<file path="config.mk">
export PLATFORM = sky130hd
export DESIGN_NAME = dbgc_top
export DESIGN_NICKNAME = d
export VERILOG_FILES = /design/src/rtl/dbgc_pkg.sv /design/src/rtl/dbgc_tap.sv /design/src/rtl/dbgc_scan.sv /design/src/rtl/dbgc_gate.sv /design/src/rtl/dbgc_top.sv
export SDC_FILE = /design/constraint.sdc
export NUM_CORES = 1
export LEC_CHECK = 0
export ABC_CLOCK_PERIOD_IN_PS = 1400
export BUFFER_PORTS_ARGS = -buffer_cell sky130_fd_sc_hd__buf_4
export CAP_MARGIN = 15
export CORE_ASPECT_RATIO = 1.4
export CORE_MARGIN = 8
export CORE_UTILIZATION = 35
export DETAILED_ROUTE_END_ITERATION = 16
export PLACE_DENSITY_LB_ADDON = 0.3
export REMOVE_ABC_BUFFERS = 1
export SKIP_CTS_REPAIR_TIMING = 1
export SYNTH_ARGS = -nofsm -noshare
export SYNTH_HDL_FRONTEND = slang
export SYNTH_SLANG_ARGS = --single-unit
</file>
<file path="constraint.sdc">
create_clock -name tck -period 1.4 [get_ports tck]
set_input_delay 0.07 -clock tck [delete_from_list [all_inputs] [get_ports tck]]
set_output_delay 0.07 -clock tck [all_outputs]
set_load 0.1 [all_outputs]
</file>
<file path="src/rtl/dbgc_pkg.sv">
// Package: shared test-controller state type and its transition function.
// Assumes the standard 16-state controller, advanced on TMS at rising TCK.
package dbgc_pkg;

    typedef enum logic [3:0] {
        TS_RESET, TS_IDLE,
        TS_SEL_DR, TS_CAP_DR, TS_SHF_DR, TS_EX1_DR, TS_PAU_DR, TS_EX2_DR, TS_UPD_DR,
        TS_SEL_IR, TS_CAP_IR, TS_SHF_IR, TS_EX1_IR, TS_PAU_IR, TS_EX2_IR, TS_UPD_IR
    } tap_state_t;

    // Next controller state for a given TMS value.
    function automatic tap_state_t tap_next(input tap_state_t s, input logic m);
        unique case (s)
            TS_RESET:  return m ? TS_RESET  : TS_IDLE;
            TS_IDLE:   return m ? TS_SEL_DR : TS_IDLE;
            TS_SEL_DR: return m ? TS_SEL_IR : TS_CAP_DR;
            TS_CAP_DR: return m ? TS_EX1_DR : TS_SHF_DR;
            TS_SHF_DR: return m ? TS_EX1_DR : TS_SHF_DR;
            TS_EX1_DR: return m ? TS_UPD_DR : TS_PAU_DR;
            TS_PAU_DR: return m ? TS_EX2_DR : TS_PAU_DR;
            TS_EX2_DR: return m ? TS_UPD_DR : TS_SHF_DR;
            TS_UPD_DR: return m ? TS_SEL_DR : TS_IDLE;
            TS_SEL_IR: return m ? TS_RESET  : TS_CAP_IR;
            TS_CAP_IR: return m ? TS_EX1_IR : TS_SHF_IR;
            TS_SHF_IR: return m ? TS_EX1_IR : TS_SHF_IR;
            TS_EX1_IR: return m ? TS_UPD_IR : TS_PAU_IR;
            TS_PAU_IR: return m ? TS_EX2_IR : TS_PAU_IR;
            TS_EX2_IR: return m ? TS_UPD_IR : TS_SHF_IR;
            TS_UPD_IR: return m ? TS_SEL_DR : TS_IDLE;
            default:   return TS_RESET;
        endcase
    endfunction

endpackage

</file>
<file path="src/rtl/dbgc_tap.sv">
// Module: test access port state controller.
// Advances on rising TCK according to TMS; synchronous active-low reset to
// Test-Logic-Reset. Assumes TMS is stable around the rising edge.
module dbgc_tap
    import dbgc_pkg::*;
(
    input  logic       tck,
    input  logic       trst_n,
    input  logic       tms,
    output tap_state_t state
);

    localparam int HI_LIMIT = 5;
    localparam int HI_W     = $clog2(HI_LIMIT + 1);

    tap_state_t   state_q;
    logic [HI_W-1:0] hi_cnt;

    // Controller state register.
    always_ff @(posedge tck) begin
        if (!trst_n) state_q <= TS_RESET;
        else         state_q <= tap_next(state_q, tms);
    end

    // Saturating count of consecutive TMS-high edges, for the reset check.
    always_ff @(posedge tck) begin
        if (!trst_n || !tms)        hi_cnt <= '0;
        else if (hi_cnt < HI_W'(HI_LIMIT)) hi_cnt <= hi_cnt + 1'b1;
    end

    assign state = state_q;


    tms_reset_chk: assert property (@(posedge tck) disable iff (!trst_n)
        (hi_cnt >= HI_W'(HI_LIMIT)) |-> (state_q == TS_RESET));


    trst_state_chk: assert property (@(posedge tck)
        (trst_n === 1'b0) |=> (state_q == TS_RESET));

endmodule

</file>
<file path="src/rtl/dbgc_scan.sv">
// Module: instruction register, control data register and bypass bit.
// Shifts LSB first, captures and updates per controller state, drives TDO
// on falling TCK. Assumes the controller state comes from dbgc_tap.
module dbgc_scan
    import dbgc_pkg::*;
#(
    parameter int          IR_W     = 4,
    parameter int          CTRL_W   = 3,
    parameter logic [IR_W-1:0] SEL_CODE = 4'b1100
) (
    input  logic              tck,
    input  logic              trst_n,
    input  tap_state_t        state,
    input  logic              tdi,
    output logic [CTRL_W-1:0] ctrl,
    output logic              tdo
);

    localparam logic [IR_W-1:0] IR_BYPASS  = '1;
    localparam logic [IR_W-1:0] IR_CAPTURE = IR_W'(1);

    logic [IR_W-1:0]   ir_q, ir_sh;
    logic [CTRL_W-1:0] ctrl_q, dr_sh;
    logic              bp_q;
    logic              sel;

    assign sel = (ir_q == SEL_CODE);

    // Instruction capture, shift and update.
    always_ff @(posedge tck) begin
        if (!trst_n) begin
            ir_q  <= IR_BYPASS;
            ir_sh <= '0;
        end else begin
            unique case (state)
                TS_RESET:  ir_q  <= IR_BYPASS;
                TS_CAP_IR: ir_sh <= IR_CAPTURE;
                TS_SHF_IR: ir_sh <= {tdi, ir_sh[IR_W-1:1]};
                TS_UPD_IR: ir_q  <= ir_sh;
                default: ;
            endcase
        end
    end

    // Control word shift register and holding register, or bypass bit.
    always_ff @(posedge tck) begin
        if (!trst_n) begin
            ctrl_q <= '0;
            dr_sh  <= '0;
            bp_q   <= 1'b0;
        end else begin
            unique case (state)
                TS_CAP_DR: if (sel) dr_sh <= ctrl_q; else bp_q <= 1'b0;
                TS_SHF_DR: if (sel) dr_sh <= {tdi, dr_sh[CTRL_W-1:1]}; else bp_q <= tdi;
                TS_UPD_DR: if (sel) ctrl_q <= dr_sh;
                default: ;
            endcase
        end
    end

    // Serial output, launched on the falling edge.
    always_ff @(negedge tck) begin
        if (!trst_n)                 tdo <= 1'b0;
        else if (state == TS_SHF_IR) tdo <= ir_sh[0];
        else if (state == TS_SHF_DR) tdo <= sel ? dr_sh[0] : bp_q;
        else                         tdo <= 1'b0;
    end

    assign ctrl = ctrl_q;


    ctrl_hold_chk: assert property (@(posedge tck) disable iff (!trst_n)
        !(state == TS_UPD_DR && sel) |=> $stable(ctrl_q));


    tdo_quiet_chk: assert property (@(posedge tck) disable iff (!trst_n)
        (state != TS_SHF_IR && state != TS_SHF_DR) |-> (tdo == 1'b0));

endmodule

</file>
<file path="src/rtl/dbgc_gate.sv">
// Module: request hold stage and output forcing/gating.
// The hold stage follows control bit 1 only in Run-Test/Idle (transparent
// within that state) and keeps its value elsewhere. Assumes a 3-bit control
// word: bit 2 interrupt disable, bit 1 force request, bit 0 force acknowledge.
module dbgc_gate
    import dbgc_pkg::*;
#(
    parameter int CTRL_W = 3
) (
    input  logic              tck,
    input  logic              trst_n,
    input  tap_state_t        state,
    input  logic [CTRL_W-1:0] ctrl,
    input  logic              ext_dbgrq,
    input  logic              core_dbgack,
    output logic              dbgrq_core,
    output logic              dbgack_out,
    output logic              irq_en
);

    localparam int B_ACK = 0;
    localparam int B_REQ = 1;
    localparam int B_DIS = 2;

    logic held_q;
    logic in_idle;
    logic req_view;

    assign in_idle = (state == TS_IDLE);

    // Keep the last value of the request bit seen in Run-Test/Idle.
    always_ff @(posedge tck) begin
        if (!trst_n)      held_q <= 1'b0;
        else if (in_idle) held_q <= ctrl[B_REQ];
    end

    // Transparent while idle, holding otherwise.
    always_comb begin
        req_view   = in_idle ? ctrl[B_REQ] : held_q;
        dbgrq_core = ext_dbgrq | req_view;
        dbgack_out = core_dbgack | ctrl[B_ACK];
        irq_en     = ~(dbgack_out | ctrl[B_DIS]);
    end


    hold_outside_idle_chk: assert property (@(posedge tck) disable iff (!trst_n)
        !in_idle |=> $stable(held_q));


    irq_inhibit_chk: assert property (@(posedge tck) disable iff (!trst_n)
        (core_dbgack || ctrl[B_DIS] || ctrl[B_ACK]) |-> !irq_en);


    ext_req_pass_chk: assert property (@(posedge tck) disable iff (!trst_n)
        ext_dbgrq |-> dbgrq_core);

endmodule

</file>
<file path="src/rtl/dbgc_top.sv">
// Module: debug request and acknowledge control top.
// Connects the test controller, scan registers and output gating.
// Assumes one test clock domain; trst_n is sampled synchronously.
module dbgc_top #(
    parameter int             IR_W     = 4,
    parameter logic [IR_W-1:0] SEL_CODE = 4'b1100
) (
    input  logic tck,
    input  logic trst_n,
    input  logic tms,
    input  logic tdi,
    output logic tdo,
    input  logic ext_dbgrq,
    input  logic core_dbgack,
    output logic dbgrq_core,
    output logic dbgack_out,
    output logic irq_en
);

    import dbgc_pkg::*;

    localparam int CTRL_W = 3;

    tap_state_t        state;
    logic [CTRL_W-1:0] ctrl;

    dbgc_tap u_tap (
        .tck    (tck),
        .trst_n (trst_n),
        .tms    (tms),
        .state  (state)
    );

    dbgc_scan #(
        .IR_W     (IR_W),
        .CTRL_W   (CTRL_W),
        .SEL_CODE (SEL_CODE)
    ) u_scan (
        .tck    (tck),
        .trst_n (trst_n),
        .state  (state),
        .tdi    (tdi),
        .ctrl   (ctrl),
        .tdo    (tdo)
    );

    dbgc_gate #(
        .CTRL_W (CTRL_W)
    ) u_gate (
        .tck         (tck),
        .trst_n      (trst_n),
        .state       (state),
        .ctrl        (ctrl),
        .ext_dbgrq   (ext_dbgrq),
        .core_dbgack (core_dbgack),
        .dbgrq_core  (dbgrq_core),
        .dbgack_out  (dbgack_out),
        .irq_en      (irq_en)
    );


    idle_release_chk: assert property (@(posedge tck) disable iff (!trst_n)
        (state != TS_IDLE && !ext_dbgrq && $stable(state) && $past(!dbgrq_core))
        |-> !dbgrq_core);

endmodule

</file>
# Word level (Yosys, flattened, before mapping)

Index checks and enable logic that the tools add are counted.

Eq/ne operators: 20
Multiplexer cells: 25
Bitwise operators: 4
Reduce and logical (&&, ||, !) cells: 10

Operators with widths:

| kind                                                                    | number |
|---|---|
| 4-bit case mux with 12 select lines                                     | 1 |
| 4-bit equality test, second input constant                              | 9 |
| 4-bit by 3-bit equality test with 1-bit output, second input constant   | 4 |
| 4-bit 2-to-1 mux                                                        | 4 |
| 4-bit case mux with 2 select lines                                      | 2 |
| 3-bit 2-to-1 mux                                                        | 4 |
| 1-bit 2-to-1 mux                                                        | 9 |
| 4-bit by 2-bit equality test with 1-bit output, second input constant   | 2 |
| 2-bit 2-to-1 mux                                                        | 3 |
| 3-bit case mux with 2 select lines                                      | 1 |
| 3-bit AND reduction                                                     | 2 |
| 2-bit nonzero test                                                      | 3 |
| 4-bit by 1-bit equality test with 1-bit output, second input constant   | 1 |
| 4-bit zero test                                                         | 1 |
| 2-bit by 1-bit inequality test with 1-bit output, second input constant | 2 |
| 2-bit inequality test, second input constant                            | 2 |
| 2-bit OR reduction                                                      | 2 |
| 1-bit bitwise OR                                                        | 3 |
| 3-bit OR reduction                                                      | 1 |
| 1-bit case mux with 2 select lines                                      | 1 |
| 2-bit AND reduction                                                     | 1 |
| 1-bit inverter                                                          | 1 |

Flip-flop bits (word level): 21
Input port bits: 6
Output and inout port bits: 4
Word-level logic and storage cells: 67

# Depth between registers and ports, before layout

Depth in word-level cells: 4
Gate-level depth with buffers: 5

# By module

Synthesis repeated with hierarchy kept, for this count alone.

Cells, all modules: 123
Area total of the unflattened synthesis: 1131.1 sq um

By module, submodules not included:

| module    | times used | cells each | area each (sq um) | sequential area each (sq um) |
|---|---|---|---|---|
| dbgc_scan | 1          | 75         | 726.9             | 320.3 |
| dbgc_tap  | 1          | 38         | 315.3             | 80.1 |
| dbgc_gate | 1          | 10         | 88.8              | 20.0 |

==> results.yml <==
routing:
  vias_per_cell: 5.419
  routed_wl_um: 2761
  vias: 970
  drt-initial-drc-count: 22
  post_drt_wl_per_cell_um: 15.42
  drc: 0
  ant_nets: 0
  dr.pass1.iters: 4
global_routing:
  grt_start_max_net_pins: 17
  grt_use_total_pct: 10.18
  grt_pass1_vias: 901
  grt_pass1_wl_um: 4222
  antenna_found_initial: 0
  grt_overflow: 0
synthesis:
  synth.top_cell.area_share_pct: 39.72
  yosysSeqAreaShare_pct: 39.72
  ys_seq_elements: 21
  syn_area_per_cell_um2: 9.125
  synth_area_leaders: "dfxtp_1 (40%), mux2i_1 (8.5%), o211a_1 (3.8%), a21boi_1 (3.5%), o22a_1 (3.3%)"
  yosysTopAreaCell: "dfxtp_1"
  syn_area_um2: 1059
  syn_inst: 116
  yosysWarnings: 0
  synth_cell_type_count: 38
pwr:
  pwr-share-clk_pct: 34.0
  p_int_mw: 0.8980
  powerDensity_nw_per_um2: 866.4
  pwr-share-seq_pct: 49.3
  power_frac_comb_pct: 16.7
  switchingPower_mw: 0.3422
  switching_share_pct: 27.59
  ir_drop_mv: 0.5933
  power_leakage_nw: 0.6022
cts:
  root_buffer: "clkbuf_8"
  cts_buffer_depth: 2
  cts.htree.levels: 1
  cts_sinks: 21
  clk-insertion-delay-late_ns: 0.33
  tritoncts: "built"
  path_clk_slew_ns: 0.08
  numCtsBuffers: 3
floorplanning:
  dieArea_um2: 5065
  initial_core_util_pct: 36.78
  die_y_um: 81.07
  row_count: 23
  die_w_um: 62.48
  ioPinCount: 10
  core_um2: 2878
setup_path:
  startpoint_type: "flip-flop"
  r2r_slack_ns: -0.27
  critical_path.max_stage_delay_ns: 0.37
  setup.worst_path.start: "u_tap.state[3]"
  path_max_fanout: 5
  crit_slowest_cell: "dfxtp_4"
  required_ns: 1.33
  critical_path_class: "flip-flop to output port"
  crit_chain: "buf_8, nor4b_4, mux2i_1, nand2b_1, buf_12"
  crit_path_end_kind: "output port"
  r2r-start: "u_tap.state[3]"
  cp.arrival_ns: 1.64
timing:
  drv_slew: 0
  fmax_mhz: 585.2
  fin_crit_sh_pct: 122.1
  rsz0062_at_grt: "true"
  finalSetupViolCount: 10
  worst_slew_pin_slew_ns: 0.3365
  slew_headroom_pct: 77.27
  fin_skew_ns: 0.06250
  period_needed_ns: 1.709
  worst_slack_ns: -0.3089
  hold_viol_final: 0
  holdWs_ns: 0.05473
hold_path:
  min-delay-start: "tms"
  min_path_type: "input port to flip-flop"
status:
  violations: "setup timing"
  status: "complete, but fails checks"
final_layout:
  antenna_cells: 0
  num-nets-final: 149
  layout-drive-gt1-share_pct: 33.10
  syn_to_final_growth_pct: 35.22
  fin_cells: 179
placement:
  place.gp.congestion: 0.8360
  dp_hpwl_um: 1869
  numPortBuffers: 9
  dp_cells: 167
flow_run:
  maxCapViolCount: 0
metrics by stage:
step                TNS, ns  power, mW  util [%]  setup slack [ns]  cell area, um^2
floorplan            -2.484     0.7354         -           -0.8361             1015
global placement     -1.133     0.8002     42.61           -0.2716             1226
detailed placement   -1.095     0.8030     42.61           -0.2981             1226
CTS                  -1.848      1.213     44.22           -0.4426             1272
global route         -1.896      1.286     49.74           -0.3538             1431
finish               -1.257      1.240     49.74           -0.3089             1431
Yosys cell counts, drive strengths merged:
cell type  count
inv            4
dfxtp         21
clkbuf         3
nor3b          1
or3            1
a221o          1
o22a           4
and3           2
a21oi          4
nor2b          5
a31oi          1
o41ai          1
nand3b         1
o221ai         2
and4bb         1
o211a          4
buf            5
or2            2
a21boi         5
o21ai          6
nor4bb         1
a21o           2
nand3          6
o22ai          1
nand2          9
mux2i          9
nor4b          2
nand2b         1
o21a           3
nor2           8
layout make-up:
class                   instances  area [um^2]
fillers                       278         1446
multi-input cells              83        608.1
flip-flops and latches         21        429.2
repair buffers                 30        286.5
well taps                      37        46.29
clock buffers                   3        41.29
inverters                       3        11.26
clock inverters                 2        8.758
logic make-up after synthesis:
logic type / share of synthesized area (%)
AOI/OAI and AO/OA: 23.64
buffers and inverters: 5.555
DFF: 39.72
muxes: 8.511
and+or+nand+nor: 22.58
path summary, 6_finish.rpt:
| kind | endpoint | cells past startpoint |
|---|---|---|
| max | dbgrq_core | 5 |
| min reg2reg | u_scan.ir_sh[1] | 2 |
| min | u_tap.state[2] | 2 |
| max reg2reg | u_scan.tdo | 4 |
worst max-delay path, delay by kind of cell (launching register included):
family	cells	cell delay, ns
multiplexers	1	0.26
AND/OR/NAND/NOR	2	0.43
buffers and inverters	2	0.31
flip-flops	1	0.37
power groups by stage:
stage	Clock, mW	Sequential (mW)	Combinational [mW]
after floorplan	0.00894	0.638	0.0884
after global placement	0.00894	0.625	0.166
after detailed placement	0.00894	0.625	0.169
after CTS	0.432	0.612	0.169
after global routing	0.456	0.613	0.217
final	0.421	0.612	0.207
placed cells by master, fill, tap and decap left out, drive strengths merged:
cell | netlist | final
a21oi | 4 | 4
or3 | 1 | 1
o21a | 3 | 3
nand3b | 1 | 1
and4bb | 1 | 1
a31oi | 1 | 1
o221ai | 2 | 2
nor4bb | 1 | 1
nand2 | 9 | 9
nand2b | 1 | 1
a21boi | 5 | 5
a21o | 2 | 2
o22a | 4 | 4
clkinv | 0 | 1
nor3b | 1 | 1
o22ai | 1 | 1
dfxtp | 21 | 21
o21ai | 6 | 6
clkbuf | 3 | 4
or2 | 2 | 2
nor4b | 2 | 2
a221o | 1 | 1
and3 | 2 | 2
o41ai | 1 | 1
inv | 4 | 4
nand3 | 6 | 6
nor2b | 5 | 5
mux2i | 9 | 9
nor2 | 8 | 8
o211a | 4 | 4
buf | 5 | 29
registers in the layout, indices dropped and copies added, names as in the netlist:
name,count
u_scan.dr_sh,3
u_scan.ir_sh,4
u_tap.state,4
u_scan.bp_q,1
u_scan.ir_q,4
u_scan.ctrl,3
u_gate.held_q,1
u_scan.tdo,1
layer usage:
metal	routed length, um	GRT usage, %	vias up
met1	1089	10.90	462
li1	-	-	470
met4	69	5.263	0
met2	1493	18.17	27
met5	0	0	-
met3	109	2.751	11
No activity file was read; power rests on OpenSTA's default activity.
